===== config.mk =====
export PLATFORM = sky130hd
export DESIGN_NAME = brev_load_agu
export DESIGN_NICKNAME = d
export VERILOG_FILES = /design/src/rtl/brev_load_agu.sv
export SDC_FILE = /design/constraint.sdc
export NUM_CORES = 1
export LEC_CHECK = 0
export CAP_MARGIN = 5
export CORE_ASPECT_RATIO = 0.75
export CORE_MARGIN = 2
export CORE_UTILIZATION = 25
export CTS_CLUSTER_SIZE = 16
export DETAILED_ROUTE_END_ITERATION = 16
export MAX_ROUTING_LAYER = met4
export PLACE_DENSITY = 0.52
export SYNTH_ARGS = -nofsm -noshare
export SYNTH_HDL_FRONTEND = slang
export SYNTH_SLANG_ARGS = --single-unit

===== constraint.sdc =====
create_clock -name clk -period 35.3 [get_ports clk]
set_clock_uncertainty 0.15 [all_clocks]
set_input_delay 7.06 -clock clk [delete_from_list [all_inputs] [get_ports clk]]
set_output_delay 7.06 -clock clk [all_outputs]
set_load 0.05 [all_outputs]

===== src/rtl/brev_load_agu.sv =====
module brev_load_agu #(
  parameter int IMM_W = 16
) (
  input  logic             clk,
  input  logic             rst_n,
  input  logic             start,
  input  logic [2:0]       kind,
  input  logic             update,
  input  logic             base_zero,
  input  logic [63:0]      base_val,
  input  logic [IMM_W-1:0] imm,
  input  logic [63:0]      shamt,
  input  logic [5:0]       step,
  input  logic [2:0]       vl_log2,
  output logic             mem_req,
  output logic [63:0]      mem_addr,
  output logic [3:0]       mem_size,
  input  logic             mem_ack,
  input  logic [63:0]      mem_rdata,
  output logic             res_valid,
  output logic [63:0]      res_data,
  output logic             wb_valid,
  output logic [63:0]      wb_addr
);
  localparam int MAX_LG = 6;
  localparam logic [2:0] K_BZ = 3'd0, K_HZ = 3'd1, K_HA = 3'd2,
                         K_WZ = 3'd3, K_WA = 3'd4;

  logic [2:0]  lg;
  logic [5:0]  rev;
  logic [63:0] stride, base_eff, offset, ea;
  logic [2:0]  kind_q;
  logic        upd_q;
  logic [63:0] fmt;

  assign lg = (vl_log2 > 3'(MAX_LG)) ? 3'(MAX_LG) : vl_log2;

  always_comb begin
    for (int i = 0; i < MAX_LG; i++) begin
      rev[i] = 1'b0;
      for (int j = 0; j < MAX_LG; j++)
        if (j == int'(lg) - 1 - i) rev[i] = step[j];
    end
  end

  assign stride = (kind == K_WA || kind >= 3'd5)
                ? {{(66-IMM_W){imm[IMM_W-3]}}, imm[IMM_W-3:0], 2'b00}
                : {{(64-IMM_W){imm[IMM_W-1]}}, imm};
  assign base_eff = (!update && base_zero) ? 64'd0 : base_val;
  assign offset = (stride * {58'd0, rev}) << shamt[5:0];
  assign ea = base_eff + offset;

  always_comb begin
    case (kind_q)
      K_BZ:    fmt = {56'd0, mem_rdata[7:0]};
      K_HZ:    fmt = {48'd0, mem_rdata[15:0]};
      K_HA:    fmt = {{48{mem_rdata[15]}}, mem_rdata[15:0]};
      K_WZ:    fmt = {32'd0, mem_rdata[31:0]};
      K_WA:    fmt = {{32{mem_rdata[31]}}, mem_rdata[31:0]};
      default: fmt = mem_rdata;
    endcase
  end

  always_comb begin
    case (kind_q)
      K_BZ:       mem_size = 4'd1;
      K_HZ, K_HA: mem_size = 4'd2;
      K_WZ, K_WA: mem_size = 4'd4;
      default:    mem_size = 4'd8;
    endcase
  end

  always_ff @(posedge clk) begin
    if (!rst_n) begin
      mem_req   <= 1'b0;
      mem_addr  <= '0;
      kind_q    <= '0;
      upd_q     <= 1'b0;
      res_valid <= 1'b0;
      wb_valid  <= 1'b0;
      res_data  <= '0;
    end else begin
      res_valid <= 1'b0;
      wb_valid  <= 1'b0;
      if (!mem_req && start) begin
        mem_req  <= 1'b1;
        mem_addr <= ea;
        kind_q   <= kind;
        upd_q    <= update;
      end else if (mem_req && mem_ack) begin
        mem_req   <= 1'b0;
        res_valid <= 1'b1;
        wb_valid  <= upd_q;
        res_data  <= fmt;
      end
    end
  end

  assign wb_addr = mem_addr;


  req_hold_chk: assert property (@(posedge clk) disable iff (!rst_n)
    mem_req && !mem_ack |=> mem_req && $stable(mem_addr) && $stable(mem_size));

  size_chk: assert property (@(posedge clk) disable iff (!rst_n)
    mem_req |-> $countones(mem_size) == 1);

  res_after_ack_chk: assert property (@(posedge clk) disable iff (!rst_n)
    mem_req && mem_ack |=> res_valid && !mem_req);

  res_pulse_chk: assert property (@(posedge clk) disable iff (!rst_n)
    res_valid |=> !res_valid);

  res_cause_chk: assert property (@(posedge clk) disable iff (!rst_n)
    res_valid |-> $past(mem_req) && $past(mem_ack));

  wb_with_res_chk: assert property (@(posedge clk) disable iff (!rst_n)
    wb_valid |-> res_valid);
endmodule


==> implementation parameters <==
Parameter                              Value

Clock network
  PostCTS Resize Cnt    0
  Number of buffers created by CTS    17
  Clock latency on the worst-skew pair    ~0.43 ns
  CTS Buffer Depth    2
  CTS tree    built
  Root cell of the clock tree    sky130_fd_sc_hd__clkbuf_16
  Hold buffer count at cts    0
  CTS HTree Levels    4
  Clock-pin slew reported for the worst setup and hold paths after clock tree synthesis    0.06 ns
  Number of buffers inserted by post-CTS setup repair    0
  Sink count of the clock tree    roughly 140

Yosys
  Number of instances in the synthesized netlist    2330
  Largest cells by area after synthesis    sky130_fd_sc_hd__dfxtp_1 16%, sky130_fd_sc_hd__fa_1 8.8%, sky130_fd_sc_hd__ha_1 7.4%, sky130_fd_sc_hd__a21oi_1 7.0%, sky130_fd_sc_hd__nor2_1 5.4%
  Most repeated cell in the gate-level netlist after synthesis    sky130_fd_sc_hd__nor2_1
  Synth Area in XOR/XNOR    about 3.3%
  Cell area after synthesis    between 0.015 and 0.02 mm²
  Top flip-flop cell by instance count after synthesis    sky130_fd_sc_hd__dfxtp_1
  Biggest area consumer among synthesized cells    sky130_fd_sc_hd__dfxtp_1
  Share of synthesized area occupied by flip-flops and latches    15.62%
  Compound-gate portion of the synthesized area    27.38%
  Synth cell count leaders    250 x sky130_fd_sc_hd__nor2_1, 249 x sky130_fd_sc_hd__nand2_1, 243 x sky130_fd_sc_hd__a21oi_1, 142 x sky130_fd_sc_hd__o21ai_0, 135 x sky130_fd_sc_hd__dfxtp_1
  Simple-gate area share of the yosys netlist    21.96%
  Synth Area per Inst    about 7.4 µm²
  Net count of the mapped netlist    roughly 2.7k
  Count of yosys warnings during synthesis    0
  Share of Yosys cell area claimed by the top area cell type    between 10% and 20%
  Proportion of synthesized flip-flops having asynchronous set or reset    0%
  Adder and majority cell fraction of the synthesized area    16.17%
  Combinational family with the most area after synthesis    compound AO/OA/AOI/OAI gates
  Count of distinct cell types in the synthesized netlist    94
  Count of flip-flops with a built-in enable after synthesis    0
  Post-synthesis sequential element count    ~140
  Share of cell area taken by muxes after synthesis    roughly 6.6%

Placement
  Placer's final routability congestion estimate    ~0.96
  Inst Count DP    3395
  Buffers on Ports    366
  Area of placed instances    approximately 0.021 mm²
  Final HPWL DP    around 57000 µm

Power and ir drop
  Clock power share    14.5%
  Power dissipated by switching net loads    0.0006263 W
  Flop pwr share    around 15%
  Combinational power share    70.1%
  Switching share of power    52.05%
  Cell Pwr Density    55.61 mW/mm²
  Internal Pwr Total    a little under 0.0006 W
  Leakage    8.887 nW
  Worst supply voltage drop on vdd    between 20 and 30 µV

Run status
  Status    complete, no violations

STA
  Final Hold Viols    0
  Final total negative setup slack    0 ns
  Unrepaired setup endpoints after global routing    false
  Slew at the pin closest to its max-slew limit    1.098 ns
  Number of slew-limit violations in the final report    0
  Period utilisation layout    between 50% and 60%
  Final Critical Period    between 15 and 20 ns
  Final setup violating endpoints    0
  Worst max-slew margin expressed relative to the limit    roughly a quarter
  Minimum hold slack    around 0.3 ns
  Highest achievable clock rate    between 0.05 and 0.06 GHz

Critical path
  Crit-path max FO    16
  Required time worst endpoint    around 35 ns
  Worst setup path class    in2reg
  Biggest cell delay along the critical path    1.02 ns
  Startpoint Class    input pin
  Element type at the critical path end    flip-flop
  Critical Path Slowest Stage Cell    sky130_fd_sc_hd__fa_1
  Arr. time, crit path    19.86 ns

Final layout
  Footprint of the multi-input gates    about 0.013 mm²
  Post-layout net count    between 2k and 3k
  Final non-filler cell total    between 3k and 4k
  Share of final-layout standard cells stronger than drive strength 1    roughly 5.4%
  Fill cell total of the finished layout    between 7k and 8k
  Total non-filler cell area in the finished layout    ~0.022 mm²
  Register cell area after layout    0.002703 mm²
  Area growth from synthesis to layout    25.05%

Global routing
  Top Usage Layer GRT    met1
  Global route overflow    0
  Pin count of the biggest net entering global routing    between 70 and 80
  First-pass GRT wire length    roughly 110000 µm
  GR Util met1    around 30%
  Met2 demand-to-capacity share in global routing    28.29%
  Vias in the first global route    between 15k and 20k
  Overall fraction of global-route tracks in use    ~20%
  Met3 Resource Use GR    2.473%
  Antenna violations before repair    3

Routing
  Detailed router's first-iteration violation count    around 1.7k
  DR vias    18.13k
  Total Wirelength    around 70000 µm
  Detail Route Antenna Nets    0
  Number of detailed-routing iterations run before antenna repair    7
  Detailed-route DRC error count    0
  Wirelength per Cell    between 20 and 25 µm
  Mean number of vias per cell    around 5.3

Floorplanning
  Overall die area    ~0.071 mm²
  Vert. Die Dim    approximately 230 µm
  Number of ports placed on the die boundary    about 430
  Starting utilization of the core area    25.28%
  Core Area    around 0.07 mm²
  Die Wd    just over 300 µm
  Core Rows    83

Job
  Max-capacitance violation count    0

Hold path
  Hold Crit Class    reg2reg
final timing paths:
check	endpoint	from	depth (start not counted)	slack [ns]
worst max register to register	res_data[15]$_SDFFE_PN0P_	mem_req$_SDFFE_PN0P_	3	33.10
worst min register to register	upd_q$_SDFFE_PN0P_	upd_q$_SDFFE_PN0P_	2	0.30
worst min-delay path	upd_q$_SDFFE_PN0P_	upd_q$_SDFFE_PN0P_	2	0.30
worst max-delay path	mem_addr[48]$_SDFFE_PN0P_	vl_log2[1]	37	15.60
logic make-up after synthesis:
family                     Yosys count
muxes                               87
DFF                                135
xor gates and xnor gates            63
buffers and inverters              320
AOI/OAI and AO/OA                  736
adders and majority gates          178
and+or+nand+nor                    811
sequential cells by signal, summed over array words and instances (netlist names):
| name | flops |
|---|---|
| res_data | 64 |
| kind_q | 3 |
| res_valid | 1 |
| mem_addr | 64 |
| wb_valid | 1 |
| mem_req | 1 |
| upd_q | 1 |
stage by stage:
stage               total power (W)  setup WS, ns  utilization (%)
floorplan                 0.0007893         18.34                -
global placement           0.001009         15.55            30.77
detailed placement         0.001014         15.50            30.77
CTS                        0.001194         15.92            31.60
global route               0.001287         14.70            31.61
finish                     0.001203         15.60            31.61
worst max-delay path: cells and delay by family:
kind                     cells  cell delay, ns
XOR/XNOR                     1            0.28
multiplexers                 1            0.66
buffers and inverters        2            0.80
adder cells (fa/ha/maj)      8            4.35
AND/OR/NAND/NOR             14            3.65
AO/OA/AOI/OAI               11            3.02
final cells by class:
cell class | count | area share (%)
Sequential cell | 135 | 12.49
Tap cell | 892 | 5.158
Multi-Input combinational cell | 1875 | 60.33
Clock inverter | 13 | 0.5667
Clock buffer | 19 | 2.047
Timing Repair Buffer | 388 | 17.53
Inverter | 105 | 1.822
Antenna cell | 4 | 0.04626
per-layer routing:
layer	vias up	share of wire [%]
met1	8896	50
met5	-	0
li1	8629	-
met4	0	0.99
met2	569	43
met3	38	5.7
cells in the final DEF (no fill, tap or decap), drive strengths merged, types with 39 or more instances in the layout:
master / netlist / final
mux2i: 53 / 53
a21oi: 244 / 244
a211oi: 39 / 39
o21ai: 147 / 147
ha: 102 / 102
inv: 103 / 107
xnor2: 41 / 41
a21o: 63 / 63
and2: 83 / 83
nor3: 46 / 46
nand2: 249 / 249
nor2: 251 / 251
clkdlybuf4s50: 0 / 359
dfxtp: 135 / 135
fa: 76 / 76
power by group through the flow:
stage	logic (W)	clock network, W	registers [W]
finish	0.000843	0.000175	0.000185
global route	0.000915	0.000186	0.000187
CTS	0.000830	0.000179	0.000185
detailed placement	0.000826	0	0.000189
global placement	0.000822	0	0.000188
floorplan	0.000553	0	0.000236
Power figures use the tool's default switching activity.
